File: src/rtl/hr_pkg.sv
package hr_pkg;

   typedef enum logic [1:0] {
      ADJ_HOLD = 2'd0,
      ADJ_UP   = 2'd1,
      ADJ_DOWN = 2'd2
   } adj_e;

   // Start code as a fraction of full scale, rounded down.
   function automatic int unsigned start_code(input int unsigned w, input int unsigned pct);
      int unsigned full;
      full = (1 << w) - 1;
      return (full * pct) / 100;
   endfunction

endpackage

File: src/rtl/hr_part.sv
// Ground-mask capture and participation set.
module hr_part #(
   parameter int unsigned NUM_CH = 4
) (
   input  logic              clk,
   input  logic              rst_n,
   input  logic              normal_en,
   input  logic [NUM_CH-1:0] gnd_mask,
   input  logic [NUM_CH-1:0] open_q,
   input  logic [NUM_CH-1:0] short_q,
   output logic [NUM_CH-1:0] gnd_q,
   output logic [NUM_CH-1:0] part
);

   always_ff @(posedge clk or negedge rst_n) begin
      if (!rst_n) begin
         gnd_q <= '0;
      end else if (!normal_en) begin
         gnd_q <= gnd_mask;
      end
   end

   for (genvar c = 0; c < NUM_CH; c++) begin : g_part
      assign part[c] = ~gnd_q[c] & ~open_q[c] & ~short_q[c];
   end

endmodule

File: src/rtl/hr_reg.sv
// Target-code regulator: vote across participating channels, step by one LSB.
module hr_reg
   import hr_pkg::*;
#(
   parameter int unsigned NUM_CH   = 4,
   parameter int unsigned CODE_W   = 8,
   parameter int unsigned INIT_PCT = 88
) (
   input  logic              clk,
   input  logic              rst_n,
   input  logic              eval_tick,
   input  logic              freeze,
   input  logic [NUM_CH-1:0] part,
   input  logic [NUM_CH-1:0] below_low,
   input  logic [NUM_CH-1:0] above_band,
   output logic [CODE_W-1:0] code_q
);

   localparam logic [CODE_W-1:0] CODE_MAX  = {CODE_W{1'b1}};
   localparam logic [CODE_W-1:0] CODE_INIT = CODE_W'(start_code(CODE_W, INIT_PCT));

   logic [NUM_CH-1:0] starved;
   logic [NUM_CH-1:0] roomy;
   adj_e              adj;
   logic [CODE_W-1:0] code_d;

   for (genvar c = 0; c < NUM_CH; c++) begin : g_vote
      assign starved[c] = part[c] & below_low[c];
      // non-participants count as roomy so they never block a decrease
      assign roomy[c]   = ~part[c] | (above_band[c] & ~below_low[c]);
   end

   always_comb begin
      if (|starved) begin
         adj = ADJ_UP;
      end else if ((&roomy) && (|part)) begin
         adj = ADJ_DOWN;
      end else begin
         adj = ADJ_HOLD;
      end
   end

   always_comb begin
      code_d = code_q;
      unique case (adj)
         ADJ_UP:   if (code_q != CODE_MAX) code_d = code_q + 1'b1;
         ADJ_DOWN: if (code_q != '0)       code_d = code_q - 1'b1;
         default:  code_d = code_q;
      endcase
   end

   always_ff @(posedge clk or negedge rst_n) begin
      if (!rst_n) begin
         code_q <= CODE_INIT;
      end else if (eval_tick && !freeze) begin
         code_q <= code_d;
      end
   end

endmodule

File: src/rtl/hr_fault.sv
// Open and short detection, per channel sticky flags.
module hr_fault #(
   parameter int unsigned NUM_CH = 4
) (
   input  logic              clk,
   input  logic              rst_n,
   input  logic              eval_tick,
   input  logic              normal_en,
   input  logic              clr,
   input  logic              code_full,
   input  logic [NUM_CH-1:0] part,
   input  logic [NUM_CH-1:0] below_low,
   input  logic [NUM_CH-1:0] above_mid,
   input  logic [NUM_CH-1:0] above_high,
   output logic [NUM_CH-1:0] open_q,
   output logic [NUM_CH-1:0] short_q
);

   logic              detect;
   logic [NUM_CH-1:0] in_window;

   assign detect = eval_tick & normal_en & ~clr;

   for (genvar c = 0; c < NUM_CH; c++) begin : g_win
      assign in_window[c] = part[c] & ~below_low[c] & ~above_mid[c];
   end

   for (genvar c = 0; c < NUM_CH; c++) begin : g_ch
      logic              hit_open;
      logic              hit_short;
      logic [NUM_CH-1:0] peer_mask;

      always_comb begin
         peer_mask    = in_window;
         peer_mask[c] = 1'b0;
      end

      assign hit_open  = detect & code_full & part[c] & below_low[c];
      assign hit_short = detect & part[c] & above_high[c] & (|peer_mask);

      always_ff @(posedge clk or negedge rst_n) begin
         if (!rst_n) begin
            open_q[c]  <= 1'b0;
            short_q[c] <= 1'b0;
         end else if (clr) begin
            open_q[c]  <= 1'b0;
            short_q[c] <= 1'b0;
         end else begin
            if (hit_open)  open_q[c]  <= 1'b1;
            if (hit_short) short_q[c] <= 1'b1;
         end
      end
   end

endmodule

File: src/rtl/hr_ctrl.sv
// Adaptive headroom controller top.
module hr_ctrl #(
   parameter int unsigned NUM_CH   = 4,
   parameter int unsigned CODE_W   = 8,
   parameter int unsigned INIT_PCT = 88
) (
   input  logic              clk,
   input  logic              rst_n,
   input  logic              normal_en,
   input  logic              eval_tick,
   input  logic              fault_clr,
   input  logic [NUM_CH-1:0] gnd_mask,
   input  logic [NUM_CH-1:0] below_low,
   input  logic [NUM_CH-1:0] above_band,
   input  logic [NUM_CH-1:0] above_mid,
   input  logic [NUM_CH-1:0] above_high,
   output logic [CODE_W-1:0] vtgt_code,
   output logic [NUM_CH-1:0] ch_en,
   output logic [NUM_CH-1:0] open_flag,
   output logic [NUM_CH-1:0] short_flag,
   output logic              led_fault
);

   if (NUM_CH < 2) begin : g_bad_ch
      $error("hr_ctrl: NUM_CH must be at least 2 for short detection");
   end
   if (CODE_W < 2 || CODE_W > 16) begin : g_bad_w
      $error("hr_ctrl: CODE_W must lie in 2..16");
   end
   if (INIT_PCT > 100) begin : g_bad_pct
      $error("hr_ctrl: INIT_PCT must not exceed 100");
   end

   localparam logic [CODE_W-1:0] CODE_MAX = {CODE_W{1'b1}};

   logic [NUM_CH-1:0] gnd_q;
   logic [NUM_CH-1:0] part;
   logic [NUM_CH-1:0] open_q;
   logic [NUM_CH-1:0] short_q;

   hr_part #(.NUM_CH(NUM_CH)) u_part (
      .clk       (clk),
      .rst_n     (rst_n),
      .normal_en (normal_en),
      .gnd_mask  (gnd_mask),
      .open_q    (open_q),
      .short_q   (short_q),
      .gnd_q     (gnd_q),
      .part      (part)
   );

   hr_reg #(.NUM_CH(NUM_CH), .CODE_W(CODE_W), .INIT_PCT(INIT_PCT)) u_reg (
      .clk        (clk),
      .rst_n      (rst_n),
      .eval_tick  (eval_tick),
      .freeze     (fault_clr),
      .part       (part),
      .below_low  (below_low),
      .above_band (above_band),
      .code_q     (vtgt_code)
   );

   hr_fault #(.NUM_CH(NUM_CH)) u_fault (
      .clk        (clk),
      .rst_n      (rst_n),
      .eval_tick  (eval_tick),
      .normal_en  (normal_en),
      .clr        (fault_clr),
      .code_full  (vtgt_code == CODE_MAX),
      .part       (part),
      .below_low  (below_low),
      .above_mid  (above_mid),
      .above_high (above_high),
      .open_q     (open_q),
      .short_q    (short_q)
   );

   assign ch_en      = part & {NUM_CH{~fault_clr}};
   assign open_flag  = open_q;
   assign short_flag = short_q;
   assign led_fault  = (|open_q | |short_q) & ~fault_clr;

endmodule

File: config.mk
export PLATFORM = sky130hd
export DESIGN_NAME = hr_ctrl
export DESIGN_NICKNAME = d
export VERILOG_FILES = /design/src/rtl/hr_pkg.sv /design/src/rtl/hr_part.sv /design/src/rtl/hr_reg.sv /design/src/rtl/hr_fault.sv /design/src/rtl/hr_ctrl.sv
export SDC_FILE = /design/constraint.sdc
export NUM_CORES = 1
export LEC_CHECK = 0
export BUFFER_PORTS_ARGS = -buffer_cell sky130_fd_sc_hd__buf_2
export CORE_MARGIN = 5
export CORE_UTILIZATION = 30
export DETAILED_ROUTE_END_ITERATION = 16
export HOLD_SLACK_MARGIN = 0.08
export MAX_ROUTING_LAYER = met4
export PLACE_DENSITY = 0.51
export SYNTH_ARGS = -nofsm -noshare
export SYNTH_HDL_FRONTEND = slang
export SYNTH_HIERARCHICAL = 1
export SYNTH_SLANG_ARGS = --single-unit
export TNS_END_PERCENT = 50
File: constraint.sdc
create_clock -name clk -period 3.7 [get_ports clk]
set_clock_uncertainty 0.1 [all_clocks]
set_input_delay 0.74 -clock clk [delete_from_list [all_inputs] [get_ports clk]]
set_output_delay 0.74 -clock clk [all_outputs]
set_load 0.005 [all_outputs]
==> results of run 1 <==
registers in the layout (all words and copies together), names as in the netlist:
signal	cells
u_part/gnd_q	4
u_fault/open_q	4
u_fault/short_q	4
u_reg/code_q	8
power by group through the flow:
stage / Sequential (uW) / Clock (uW) / Combinational [uW]
finish: 363 / 149 / 407
CTS: 365 / 154 / 411
global route: 373 / 163 / 458
detailed placement: 369 / 0 / 406
floorplan: 349 / 0 / 278
global placement: 367 / 0 / 402
layout make-up:
type / instances / area share [%]
multi-input cells: 105 / 46.36
flip-flops and latches: 20 / 30.58
repair buffers: 48 / 15.02
well taps: 52 / 3.945
clock buffers: 4 / 2.731
inverters: 6 / 1.366
critical path: cells and delay by family, from the launching register on:
family,cells,cell delay (ns)
simple gates,5,1.62
compound gates,2,0.50
flops,1,0.42
fa+ha+maj,1,0.39
mux,1,0.14
per-layer routing:
layer	track usage (%)	vias to the layer above	share of wire (%)
met1	17.23	607	46
met5	-	-	0
met2	19.78	33	48
met4	4.021	0	1.4
met3	1.537	4	4.1
li1	-	608	-
synthesized netlist by cell type, types with 4 or more instances:
cell | instances | share of area [%]
nor3b_1 | 4 | 2.3
xnor2_1 | 4 | 2.7
inv_1 | 6 | 1.7
a21oi_1 | 6 | 2.3
nor3_1 | 9 | 3.4
nand4_1 | 4 | 1.9
nor4_1 | 8 | 3.8
nor2_1 | 7 | 2.0
dfrtp_1 | 17 | 32
a31oi_1 | 10 | 4.8
ha_1 | 6 | 5.7
nand2_1 | 4 | 1.1
mux2_2 | 9 | 7.7
nor2b_1 | 6 | 2.9
kinds of logic (layout without fill, tap and decap cells):
family / after synthesis / in the layout / share of synthesized area, %
mux: 10 / 10 / 8.476
fa+ha+maj: 7 / 7 / 7.238
flops: 20 / 20 / 38.38
simple gates: 54 / 54 / 23.91
compound gates: 29 / 29 / 15.24
xor+xnor: 5 / 5 / 3.333
buf+inv: 8 / 58 / 3.428
stage by stage:
stage / std cells / total power, uW / utilization [%] / setup WS [ns]
floorplan: 133 / 626.9 / - / 0.8065
global placement: 231 / 768.3 / 37.35 / 0.4027
detailed placement: 231 / 774.6 / 37.35 / 0.3261
CTS: 235 / 929.8 / 38.40 / 0.4811
global route: 235 / 994.0 / 38.40 / 0.3265
finish: 235 / 919.9 / 38.40 / 0.4764
path summary, 6_finish.rpt:
kind | to | slack [ns] | cells after the start
min | u_fault/open_q[1] | 0.32 | 1
max in group asynchronous | u_reg/code_q[5] | 2.83 | 1
max reg2reg | u_reg/code_q[6] | 0.48 | 9
min in group clk | u_reg/code_q[7] | 0.42 | 1
min reg2reg | u_reg/code_q[7] | 0.42 | 1
max | u_reg/code_q[6] | 0.48 | 9
cells in the final DEF, fill, tap and decap left out, types with 4 or more instances in the layout:
cell	n
nor3b_1	4
nor2b_1	6
ha_1	6
nand4_1	4
nor3_1	9
mux2_2	9
a31oi_1	10
a21oi_1	6
nand2_1	4
nor4_1	8
buf_2	45
inv_1	6
nor2_1	7
dfrtp_1	17
xnor2_1	4
==> impl_metrics.py, run 1 <==
metrics = {
    "outcome": {
        "status": "complete, no violations",
    },
    "timing": {
        "tns_ns": 0,
        "whs_ns": 0.3249,
        "maxSlewViolCount": 0,
        "tightestPinTransition_ns": 0.6646,
        "min_period_ns": 3.224,
        "hold_violations": 0,
        "rsz0062_at_grt": "false",
        "finalCritPeriodShare_pct": 87.12,
        "max_freq_mhz": 310.2,
        "slew_headroom_pct": 55.35,
        "final-setup-viol-count": 0,
    },
    "floorplan": {
        "die_width_um": 76.18,
        "die_h_um": 76.18,
        "top_level_ports": 46,
        "start_util_pct": 30.59,
        "num_rows": 24,
        "die-area_um2": 5803,
        "core-area_um2": 4294,
    },
    "pwr": {
        "power_frac_comb_pct": 44.3,
        "internal-power_uw": 562.8,
        "ir_drop_mv": 0.1456,
        "switchingPower_uw": 357.1,
        "leakagePower_uw": 0.0007673,
        "seqPwrFrac_pct": 39.5,
        "switching_share_pct": 38.82,
        "pwr-share-clk_pct": 16.3,
        "power_density_nw_per_um2": 557.8,
    },
    "hold_path": {
        "holdCritPathClass": "input pin to async pin",
    },
    "grt": {
        "grt_usage_pct": 12.71,
        "antenna_found_initial": 0,
        "grt_pass1_vias": 1249,
        "grt_max_degree": 21,
        "grt_pass1_wl_um": 6161,
        "grt_overflow": 0,
    },
    "worst_setup_path": {
        "crit_start": "u_fault/open_q[0]",
        "crit_chain": "nor3_1 > a222oi_1 > and3_1 > ha_1 > nor2b_1 > o31a_1 > or4_1 > nand3_1 > mux2_2",
        "arrival_ns": 3.33,
        "worstSetupPathType": "register to register",
        "crit_fanout": 9,
        "worst_path_largest_cell_delay_ns": 0.58,
        "critPathLaunchType": "register",
        "crit_slowest_cell": "nor3_1",
        "endpoint_kind": "register",
        "rr_startpoint": "u_fault/open_q[0]",
        "crit_required_ns": 3.80,
    },
    "finish": {
        "num_antenna_cells": 0,
        "seqCellArea_um2": 504.2,
        "fin_nets": 216,
        "final_layout_size_suffix_gt1_share_pct": 37.16,
        "design_area_um2": 1649,
        "nFillCells": 445,
        "synthToLayoutAreaGrowth_pct": 25.52,
        "multiInputGateArea_um2": 764.5,
    },
    "routing": {
        "wl_um": 3711,
        "vias": 1252,
        "viasPerCell": 5.328,
        "detail-route-antenna-nets": 0,
        "drtPass1Iterations": 4,
        "wire_per_inst_um": 15.79,
        "drt_first_iter_violations": 100,
        "drc_errors": 0,
    },
    "cts": {
        "worstSkewPairLatency_ns": 0.25,
        "cts_resized": 0,
        "post-cts-setup-buffers": 0,
        "cts_root_buf": "clkbuf_8",
        "tritoncts": "built",
        "clk_pin_slew_ns": 0.08,
        "h-tree-depth": 1,
        "cts_buffers": 3,
        "clkSinkCount": 20,
        "cts_max_path_buffers": 2,
        "cts_hold_buf": 0,
    },
    "yosys": {
        "synth_fp_nets": 165,
        "synth_seq_area_share_pct": 38.38,
        "syn_area_um2": 1314,
        "syn_inst": 133,
        "async_reset_ff_share_pct": 100.0,
        "synth_edf_count": 0,
        "syn_area_per_cell_um2": 9.878,
        "synth_flop_cell": "dfrtp_1",
        "yosysWarnings": 6,
        "netlist-cell-type-count": 37,
        "ys_ff_latch": 20,
    },
    "flow_run": {
        "maxCapViolCount": 0,
    },
    "place": {
        "place_congestion": 0.9338,
        "portBuffers": 45,
        "dp_hpwl_um": 2931,
        "placed_area_um2": 1604,
    },
}
Power figures use the tool's default switching activity.
==> run 2, diff against run 1 <==
Settings changed: CORE_ASPECT_RATIO from default to 0.8.
==> impl_metrics.py, run 2 (same netlist as run 1, synthesis figures left out) <==
metrics = {
    "timing": {
        "tightestPinTransition_ns": 0.4664,
        "finalCritPeriodShare_pct": 82.87,
        "whs_ns": 0.3087,
        "max_freq_mhz": 326.1,
        "min_period_ns": 3.066,
        "slew_headroom_pct": 68.91,
        "hold_violations": 0,
        "tns_ns": 0,
        "maxSlewViolCount": 0,
        "rsz0062_at_grt": "false",
        "final-setup-viol-count": 0,
    },
    "cts": {
        "post-cts-setup-buffers": 0,
        "clk_pin_slew_ns": 0.09,
        "cts_buffers": 3,
        "cts_hold_buf": 0,
        "h-tree-depth": 1,
        "cts_resized": 0,
        "clkSinkCount": 20,
        "cts_root_buf": "clkbuf_8",
        "worstSkewPairLatency_ns": 0.26,
        "tritoncts": "built",
        "cts_max_path_buffers": 2,
    },
    "floorplan": {
        "die_h_um": 69.19,
        "num_rows": 21,
        "core-area_um2": 4204,
        "die_width_um": 83.99,
        "start_util_pct": 31.25,
        "die-area_um2": 5811,
        "top_level_ports": 46,
    },
    "finish": {
        "design_area_um2": 1689,
        "largest_reg_flops": 8,
        "final_cell_mix": "buf_2, dfrtp_1, a31oi_1",
        "final_layout_size_suffix_gt1_share_pct": 38.04,
        "fin_util_pct": 40.18,
        "layout.cells.non_filler": 241,
        "synthToLayoutAreaGrowth_pct": 28.57,
        "final_common_cell": "buf_2",
        "fin_nets": 217,
        "largest-register": "u_reg/code_q",
        "num_antenna_cells": 0,
    },
    "pwr": {
        "ir_drop_mv": 0.2461,
        "leakagePower_uw": 0.0007850,
        "power_density_nw_per_um2": 593.5,
    },
    "routing": {
        "vias": 1258,
        "viasPerCell": 5.220,
        "drt_first_iter_violations": 108,
        "drc_errors": 0,
        "wire_per_inst_um": 15.64,
        "detail-route-antenna-nets": 0,
        "wl_um": 3769,
        "drtPass1Iterations": 4,
    },
    "place": {
        "dp.cells": 237,
        "placed_area_um2": 1618,
        "portBuffers": 45,
        "place_congestion": 0.8827,
        "dp_hpwl_um": 2998,
    },
    "worst_setup_path": {
        "crit_fanout": 9,
        "crit_required_ns": 3.82,
        "endpoint_kind": "register",
        "critPathLaunchType": "register",
        "worstSetupPathType": "register to register",
        "arrival_ns": 3.18,
    },
    "grt": {
        "grt_usage_pct": 13.20,
        "antenna_found_initial": 0,
        "grt_overflow": 0,
        "grt_pass1_vias": 1191,
        "grt_max_degree": 21,
        "grt_pass1_wl_um": 6147,
    },
    "hold_path": {
        "holdCritPathClass": "input pin to async pin",
    },
    "flow_run": {
        "maxCapViolCount": 0,
    },
    "outcome": {
        "status": "complete, no violations",
    },
}
run 2: area by class of cell:
cell class              count  area (um2)
repair buffers             49       255.2
well taps                  57       71.32
clock buffers               3       41.29
multi-input cells         105       764.5
clock inverters             1       30.03
inverters                   6       22.52
fillers                   443        2515
flip-flops and latches     20       504.2
run 2: worst paths after layout:
| path | slack [ns] | cells past startpoint | to | from |
|---|---|---|---|---|
| max in group asynchronous | 2.83 | 1 | u_reg/code_q[5] | rst_n |
| worst min register to register | 0.42 | 1 | u_part/gnd_q[2] | u_part/gnd_q[2] |
| worst min-delay path | 0.31 | 1 | u_fault/short_q[0] | rst_n |
| worst max-delay path | 0.63 | 10 | u_reg/code_q[6] | u_fault/open_q[0] |
| worst max register to register | 0.63 | 10 | u_reg/code_q[6] | u_fault/open_q[0] |
| min in group clk | 0.42 | 1 | u_part/gnd_q[2] | u_part/gnd_q[2] |
run 2: per-stage QoR:
step                      worst slack, ns  total power, uW
final                              0.6336             1003
after global routing               0.5468             1073
after CTS                          0.6621             1012
after detailed placement           0.3900            776.6
after global placement             0.4377            775.0
after floorplan                    0.8065            626.9
run 2: critical path, stage by stage (launching register included):
cell and delay, ns:
dfrtp_1 0.43, nor3_1 0.08, buf_4 0.16, or4_1 0.51
and3_1 0.29, ha_1 0.39, nor2b_1 0.16, o31a_1 0.26
or4_1 0.40, nand3_1 0.10, mux2_2 0.15
run 2: per-layer routing:
layer	GRT usage (%)	part of all wire, %	vias to the layer above	wire [um]
li1	-	-	615	-
met4	2.679	0.77	0	29
met3	3.207	5.4	4	203
met2	18.98	44	40	1677
met5	-	0	-	0
met1	18.89	49	599	1857
run 2: power by group:
part	internal, uW	total [uW]	switching (uW)	leakage, uW
Combinational	206	411	206	0.000501
Clock	144	225	80.2	0.0000357
Sequential	282	367	84.9	0.000249
Total	632	1000	371	0.000785
